`src/rtl/lcd_scan_pkg.sv`:
```
package lcd_scan_pkg;

  typedef enum logic [1:0] {
    LVL_SEL_POS  = 2'b00,
    LVL_NSEL_POS = 2'b01,
    LVL_NSEL_NEG = 2'b10,
    LVL_SEL_NEG  = 2'b11
  } drive_lvl_e;

  function automatic drive_lvl_e pick_level(input logic alt, input logic on, input logic pix);
    drive_lvl_e lvl;
    if (on && pix) lvl = alt ? LVL_SEL_NEG : LVL_SEL_POS;
    else           lvl = alt ? LVL_NSEL_NEG : LVL_NSEL_POS;
    return lvl;
  endfunction

endpackage

```
`src/rtl/lcd_sync.sv`:
```
module lcd_sync #(
  parameter int W = 3
) (
  input  logic         clk,
  input  logic         rst_n,
  input  logic [W-1:0] d,
  output logic [W-1:0] q
);
  logic [W-1:0] meta_q;
  logic [W-1:0] stab_q;

  always_ff @(posedge clk or negedge rst_n) begin
    if (!rst_n) begin
      meta_q <= '0;
      stab_q <= '0;
    end else begin
      meta_q <= d;
      stab_q <= meta_q;
    end
  end

  assign q = stab_q;
endmodule

```
`src/rtl/lcd_line_fetch.sv`:
```
module lcd_line_fetch #(
  parameter int SEGS = 64,
  parameter int ZW   = 6,
  parameter int DW   = 8,
  localparam int COLW = $clog2(SEGS),
  localparam int BITW = $clog2(DW),
  localparam int PGW  = ZW - BITW,
  localparam int AW   = PGW + COLW
) (
  input  logic            clk,
  input  logic            rst_n,
  input  logic [ZW-1:0]   row,
  output logic [AW-1:0]   rd_addr,
  input  logic [DW-1:0]   rd_data,
  output logic [SEGS-1:0] shadow
);
  logic [COLW-1:0] col_q, col_n;
  logic [COLW-1:0] cap_col_q;
  logic [BITW-1:0] cap_bit_q;
  logic            cap_vld_q;
  logic [SEGS-1:0] shadow_q, shadow_n;

  always_comb begin
    if (col_q == COLW'(SEGS - 1)) col_n = '0;
    else                          col_n = col_q + 1'b1;
  end

  always_comb begin
    shadow_n = shadow_q;
    if (cap_vld_q) shadow_n[cap_col_q] = rd_data[cap_bit_q];
  end

  always_ff @(posedge clk or negedge rst_n) begin
    if (!rst_n) begin
      col_q     <= '0;
      cap_col_q <= '0;
      cap_bit_q <= '0;
      cap_vld_q <= 1'b0;
      shadow_q  <= '0;
    end else begin
      col_q     <= col_n;
      cap_col_q <= col_q;
      cap_bit_q <= row[BITW-1:0];
      cap_vld_q <= 1'b1;
      shadow_q  <= shadow_n;
    end
  end

  assign rd_addr = {row[ZW-1:BITW], col_q};
  assign shadow  = shadow_q;
endmodule

```
`src/rtl/lcd_seg_encode.sv`:
```
module lcd_seg_encode
  import lcd_scan_pkg::*;
#(
  parameter int SEGS = 64
) (
  input  logic [SEGS-1:0]   pix,
  input  logic              alt,
  input  logic              on,
  output logic [2*SEGS-1:0] codes
);
  for (genvar s = 0; s < SEGS; s++) begin : g_seg
    assign codes[2*s +: 2] = pick_level(alt, on, pix[s]);
  end
endmodule

```
`src/rtl/lcd_seg_scanner.sv`:
```
module lcd_seg_scanner
  import lcd_scan_pkg::*;
#(
  parameter int SEGS = 64,
  parameter int ZW   = 6,
  parameter int DW   = 8,
  localparam int BITW = $clog2(DW),
  localparam int AW   = ZW - BITW + $clog2(SEGS)
) (
  input  logic              clk,
  input  logic              rst_n,
  input  logic              cl_in,
  input  logic              frm_in,
  input  logic              m_in,
  input  logic              adc_in,
  input  logic [ZW-1:0]     start_line,
  input  logic              disp_on_in,
  output logic [AW-1:0]     ram_rd_addr,
  input  logic [DW-1:0]     ram_rd_data,
  output logic [2*SEGS-1:0] seg_code
);
  logic [1:0] rst_pipe_q;
  logic       rst_ni;

  always_ff @(posedge clk or negedge rst_n) begin
    if (!rst_n) rst_pipe_q <= 2'b00;
    else        rst_pipe_q <= {rst_pipe_q[0], 1'b1};
  end
  assign rst_ni = rst_pipe_q[1];

  logic cl_s, frm_s, m_s;
  lcd_sync #(.W(3)) u_sync (
    .clk(clk), .rst_n(rst_ni),
    .d({cl_in, frm_in, m_in}),
    .q({cl_s, frm_s, m_s})
  );

  logic cl_d_q;
  logic cl_rise, cl_fall;
  assign cl_rise = cl_s & ~cl_d_q;
  assign cl_fall = ~cl_s & cl_d_q;

  logic [ZW-1:0] z_q, z_n;
  always_comb begin
    z_n = z_q;
    if (frm_s)        z_n = start_line;
    else if (cl_fall) z_n = z_q + 1'b1;
  end

  logic [SEGS-1:0] shadow;
  lcd_line_fetch #(.SEGS(SEGS), .ZW(ZW), .DW(DW)) u_fetch (
    .clk(clk), .rst_n(rst_ni), .row(z_q),
    .rd_addr(ram_rd_addr), .rd_data(ram_rd_data), .shadow(shadow)
  );

  logic [SEGS-1:0] ordered;
  for (genvar s = 0; s < SEGS; s++) begin : g_order
    assign ordered[s] = adc_in ? shadow[s] : shadow[SEGS-1-s];
  end

  logic [SEGS-1:0] line_q, line_n;
  logic            on_q, on_n;
  always_comb begin
    line_n = line_q;
    on_n   = on_q;
    if (cl_rise)           line_n = ordered;
    if (cl_rise | cl_fall) on_n   = disp_on_in;
  end

  logic [2*SEGS-1:0] codes_n, seg_q;
  lcd_seg_encode #(.SEGS(SEGS)) u_enc (
    .pix(line_q), .alt(m_s), .on(on_q), .codes(codes_n)
  );

  always_ff @(posedge clk or negedge rst_ni) begin
    if (!rst_ni) begin
      cl_d_q <= 1'b0;
      z_q    <= '0;
      line_q <= '0;
      on_q   <= 1'b0;
      seg_q  <= {SEGS{LVL_NSEL_POS}};
    end else begin
      cl_d_q <= cl_s;
      z_q    <= z_n;
      line_q <= line_n;
      on_q   <= on_n;
      seg_q  <= codes_n;
    end
  end

  assign seg_code = seg_q;
endmodule

```
`config.mk`:
```
export PLATFORM = sky130hd
export DESIGN_NAME = lcd_seg_scanner
export DESIGN_NICKNAME = d
export VERILOG_FILES = /design/src/rtl/lcd_scan_pkg.sv /design/src/rtl/lcd_sync.sv /design/src/rtl/lcd_line_fetch.sv /design/src/rtl/lcd_seg_encode.sv /design/src/rtl/lcd_seg_scanner.sv
export SDC_FILE = /design/constraint.sdc
export NUM_CORES = 1
export LEC_CHECK = 0
export BUFFER_PORTS_ARGS = -buffer_cell sky130_fd_sc_hd__buf_4
export CAP_MARGIN = 10
export CORE_UTILIZATION = 25
export DETAILED_ROUTE_END_ITERATION = 12
export GPL_TIMING_DRIVEN = 0
export PLACE_DENSITY_LB_ADDON = 0.08
export SLEW_MARGIN = 20
export SYNTH_ARGS = -nofsm -noshare
export SYNTH_HDL_FRONTEND = slang
export SYNTH_SLANG_ARGS = --single-unit
```
`constraint.sdc`:
```
create_clock -name clk -period 6.03 [get_ports clk]
set_input_delay 0.603 -clock clk [delete_from_list [all_inputs] [get_ports clk]]
set_output_delay 0.603 -clock clk [all_outputs]
set_load 0.03 [all_outputs]
```
Yosys cells after proc, flatten, opt, wreduce, memory -nomap -nowiden
Index checks and enable logic that the tools add are counted.
Operators by class
  magnitude comparators: 3
  bitwise gates (word level): 5
  reductions and logical operators: 66
  equal/unequal tests: 1
  add/subtract/negate cells: 2
  multiplexer cells: 138
Operators with widths (number)
  2-to-1 mux 2 bit: 66
  2-to-1 mux 1 bit: 66
  logical AND 1 bit: 65
  bitwise mux 64 bit: 1
  2-to-1 mux 6 bit: 3
  adder 6 x 1 -> 6 bit, second input constant: 2
  less-than comparator 6 x 7 -> 1 bit, second input constant: 1
  demux 1 bit (select 6 bit): 1
  equality test 6 bit, second input constant: 1
  greater-or-equal comparator 6 x 1 -> 1 bit, second input constant: 1
  less-than comparator 3 x 4 -> 1 bit, second input constant: 1
  binary-select mux 1 bit (select 3 bit): 1
  bitwise AND 1 bit: 2
  inverter 1 bit: 2
  nonzero test 2 bit: 1
  OR 1 bit: 1
Storage, ports and cells
  input bits: 21
  register bits after elaboration: 288
  word-level logic and storage cells: 228
  output and inout port bits: 137

Logic depth before layout (Yosys ltp)
  depth in word-level cells: 5
  mapped depth: 6
  depth with buffers taken out: 5

Cells and area by module
From an unflattened synthesis, not the netlist that was laid out.
Second synthesis, totals
  cells, all modules: 928
  area, all modules: 11730.0 sq um
By module, submodules not included
  lcd_seg_scanner: area each 6668.9 sq um, seq. area each 5134.9 sq um, cells an instance 449, instances 1
  lcd_line_fetch: area each 3449.6 sq um, seq. area each 2001.9 sq um, cells an instance 267, instances 1
  lcd_seg_encode: area each 1461.4 sq um, seq. area each 0.0 sq um, cells an instance 206, instances 1
  lcd_sync: area each 150.1 sq um, seq. area each 150.1 sq um, cells an instance 6, instances 1

Worst setup path after synthesis
OpenSTA, ideal clock, no wires.
  path type: register to output
  start point: reg, netlist name seg_code[125]
  end point: out seg_code[101]
  setup slack: 3.670 ns
  data arrival time: 1.757 ns
  buffers on the path: 1
  required time: 5.427 ns
  cell stages (with the launch flop): 2
  cell sequence: dfrtp_1 -> buf_4
RTL lines
  end, declared: RTL line lcd_seg_scanner.sv:20  | output logic [2*SEGS-1:0] seg_code

==> results.md <==
Place:
- Port buffering added 156 buffers.
- The post-detailed-placement half-perimeter wirelength is 18560 microns.
- The routability congestion estimate is 0.6972.
- The number of placed instances with taps included is 1541.

Power:
- Across the VDD grid, the largest voltage drop is 138.9 uV.
- The static leakage power is 5.841 nW.
- Dividing total power by cell area gives a power density of 350.1 mW/mm^2.
- The post-route total power is 4.512 mW.

Synthesis:
- The count of state elements after synthesis is 225.
- By count the netlist is led by sky130_fd_sc_hd__dfrtp_1, sky130_fd_sc_hd__nor2_1, sky130_fd_sc_hd__nand2_1.
- Summing every instance area after synthesis gives 0.009977 sq mm.
- The commonest register cell after synthesis is sky130_fd_sc_hd__dfrtp_1.
- The number of flops mapped to enable cells by yosys is 0.
- Summing the sequential cell areas from Yosys gives 57.24% of the chip area.
- The post-synthesis average cell area is 11.59 sq um.
- By area the synthesized netlist is led by sky130_fd_sc_hd__dfrtp_1, sky130_fd_sc_hd__dfstp_2, sky130_fd_sc_hd__mux2i_1.
- The async set-or-reset flop fraction in the synthesized netlist is 100.0%.
- The most common cell in the synthesized netlist is sky130_fd_sc_hd__dfrtp_1.
- After synthesis, the netlist uses 32 different library cells.
- The fraction of post-synthesis cell area in the top cell type by area is 40.38%.
- The total number of yosys warnings is 0.
- The library cell with the largest summed area after synthesis is sky130_fd_sc_hd__dfrtp_1.
- Synthesis produced 861 cells.

CTS:
- The clock slew seen by the registers of the worst setup and hold paths is 0.05 ns.
- Counting along the longest clock path gives a buffer depth of 3.
- For the worst-skew pair, the clock arrives at the later sink with an insertion delay of 0.55 ns.
- The root cell of the clock tree is sky130_fd_sc_hd__clkbuf_16.
- After clock tree synthesis, the repair step resized 0 gates.
- The number of clock sinks is 225.
- The maximum level of the CTS H-tree is 1.
- The number of hold buffers added after CTS was 1.
- The buffers inserted during post-CTS setup optimization is 0.
- TritonCTS built the clock tree.
- The number of buffers created by CTS is 29.

Setup path:
- The endpoint kind of the worst setup timing path is a primary output.
- The most common cell type on the critical path is sky130_fd_sc_hd__buf_4.
- The worst register-to-register path has a depth of 5.
- The cell class contributing the biggest share of worst-path delay is buffers and inverters.
- The destination of the worst register-to-register timing path is u_fetch.shadow[56].
- The worst register-to-register path has a setup slack of 4.04 ns.
- The number of buffers and inverters on the critical path is 3.
- STA classifies the critical path startpoint as a flip-flop.
- The largest fanout on the critical path is 51.
- The critical path launch point is seg_code[125].
- The category of the most critical setup path is reg2out.
- Walking the worst path, the cells encountered are buf_12 -> buf_4 -> buf_4.
- The delay contributed by the slowest stage of the critical path is 0.51 ns.
- The required time of the critical path is 5.43 ns.
- The arrival time of the worst setup path is 1.61 ns.
- Among all stages on the critical path, the largest delay is contributed by sky130_fd_sc_hd__dfrtp_2.
- In this run the critical register-to-register path is launched from u_fetch.cap_col_q[2].

Global routing:
- For this run, global-route usage on met2 was measured as 18.82%.
- The wire length of the first global-routing pass is 40930 microns.
- After global routing, the most crowded layer is met1.
- The overall global routing resource usage is 13.03%.
- For this run, global-route usage on met3 was measured as 2.096%.
- The global routing met1 resource utilization is 19.82%.
- The initial antenna violation count is 0.
- The via count of the first global-routing pass was 6427.
- After global routing the overflow that remains totals 0.
- The maximum number of pins on one net before global-route repair is 54.

Flow run:
- The count of max-cap constraint violations is 0.

Timing:
- The total count of max-transition violations in the final report is 0.
- On the final layout, the worst clock skew is 0.01307 ns.
- The worst hold slack is 0.1673 ns.
- Setup violations remaining at the end of the flow were counted as 0.
- The slew at the pin closest to its max-slew limit is 0.7552 ns.
- The final critical path takes up 36.67% of the cycle.
- The total count of hold-check failures in the final report is 0.
- The post-layout minimum cycle time is 2.211 ns.
- In this run the tightest slew margin relative to its limit is 49.66%.
- After routing, the total negative slack on setup checks comes to 0 ns.
- Derived from the worst setup path, the maximum achievable clock frequency is 452.2 MHz.
- Setup repair after global routing left no endpoint under its margin.

Detailed routing:
- The aggregate routed wire length is 26360 microns.
- The per-cell routed wire length is 16.52 microns.
- The remaining number of nets flagged by the antenna check after routing is 0.
- Dividing the detail-routed via count by the number of cells gives 4.039.
- The number of detailed-routing iterations run before antenna repair is 4.
- The DRC marker count from the first detailed-route iteration is 321.
- The number of vias in the routed layout is 6442.
- The remaining routing DRC violations is 0.

Hold path:
- The worst min-delay path endpoint is u_sync.meta_q[0].
- The worst hold path begins at m_in.
- The path type of the worst min-delay path is in2reg.
- The cell count of the worst hold path is 1.

Floorplan:
- The area of the die is 0.04071 sq mm.
- The starting utilization of the core area is 25.58%.
- The floorplan row count is 72.
- The floorplan step set the die width to 201.8 microns.
- For this design the top-level I/O count stands at 158.
- After floorplanning, the core was sized to cover 0.03901 sq mm.
- Measured along the y axis, the die boundary spans 201.8 microns.

Finish:
- 0 antenna diodes ended up in the layout.
- The post-route netlist has 39.46% of its cells at a drive strength greater than 1.
- The relative area change from synthesis to final layout is 29.18%.
- The post-route core utilization is 33.04%.
- The finished layout holds 1595 standard cells, fillers aside.
- The number of nets in the finished design is 1080.

Outcome:
- The flow ran to the end, and the final reports show no timing, DRC or antenna violations.
==> power by group <==
part           switching (mW)  internal (mW)
logic                   0.555          0.358
registers               0.120           1.78
clock network           0.662           1.03
total                    1.34           3.17
==> cell type report <==
cell class | instances | area (sq um)
fillers | 3957 | 26120
multi-input cells | 510 | 3486
repair buffers | 162 | 1311
plain buffers | 123 | 769.5
well taps | 518 | 648.1
inverters | 4 | 15.01
flip-flops and latches | 225 | 5715
clock buffers | 46 | 879.6
clock inverters | 7 | 63.81
==> metal layers <==
layer	routed length, microns	part of all wire (%)
met5	0	0
met1	13640	52
met3	1312	5.0
met4	503	1.9
met2	10900	41
==> registers in the layout, summed over array words and instances (netlist names) <==
register,cells
cl_d_q,1
on_q,1
line_q,64
u_fetch.shadow,64
rst_pipe_q,2
u_fetch.col_q,6
u_sync.q,3
z_q,6
u_sync.meta_q,3
u_fetch.cap_vld_q,1
u_fetch.cap_bit_q,3
seg_code,65
u_fetch.cap_col_q,6
==> metrics by stage <==
step / setup slack, ns / instance area (sq um)
after floorplan: 2.391 / 9982
after global placement: 0.4574 / 11800
after detailed placement: 3.752 / 11940
after CTS: 3.775 / 12890
after global routing: 3.725 / 12890
final: 3.819 / 12890
==> worst max-delay path by stage <==
stage               cells past startpoint  slack, ns            end
floorplan                               0       2.39         cl_d_q
global placement                        0       0.46  seg_code[125]
detailed placement                      4       3.75     line_q[56]
CTS                                     3       3.78   seg_code[63]
global route                            3       3.72   seg_code[15]
finish                                  3       3.82   seg_code[15]
==> layout by cell type, fill, tap and decap left out, types with 5 or more instances in the layout <==
| cell type | synthesis | routed |
|---|---|---|
| sky130_fd_sc_hd__o21ai_0 | 8 | 8 |
| sky130_fd_sc_hd__mux2_2 | 55 | 55 |
| sky130_fd_sc_hd__dfstp_2 | 64 | 64 |
| sky130_fd_sc_hd__mux2i_1 | 65 | 65 |
| sky130_fd_sc_hd__clkinv_2 | 0 | 5 |
| sky130_fd_sc_hd__clkbuf_1 | 31 | 39 |
| sky130_fd_sc_hd__mux2_4 | 11 | 11 |
| sky130_fd_sc_hd__xor2_1 | 68 | 68 |
| sky130_fd_sc_hd__dfrtp_1 | 161 | 159 |
| sky130_fd_sc_hd__nor2_1 | 129 | 129 |
| sky130_fd_sc_hd__clkbuf_8 | 0 | 9 |
| sky130_fd_sc_hd__buf_1 | 8 | 8 |
| sky130_fd_sc_hd__buf_4 | 66 | 222 |
| sky130_fd_sc_hd__a21oi_1 | 65 | 65 |
| sky130_fd_sc_hd__nand2_1 | 72 | 72 |
| sky130_fd_sc_hd__clkbuf_16 | 0 | 29 |
| sky130_fd_sc_hd__buf_2 | 12 | 12 |
| sky130_fd_sc_hd__buf_6 | 6 | 6 |
==> kinds of logic (layout without fill, tap and decap cells) <==
family          after synthesis  in the layout  synth area share (%)
flops                       225            225                 57.24
simple gates                223            223                 9.280
mux                         133            133                 14.91
buf+inv                     127            342                 7.863
compound gates               78             78                 4.026
xor+xnor                     70             70                 6.145
fa+ha+maj                     4              4                0.5017
other cells                   1              2               0.03759
No activity file was read; power rests on OpenSTA's default activity.
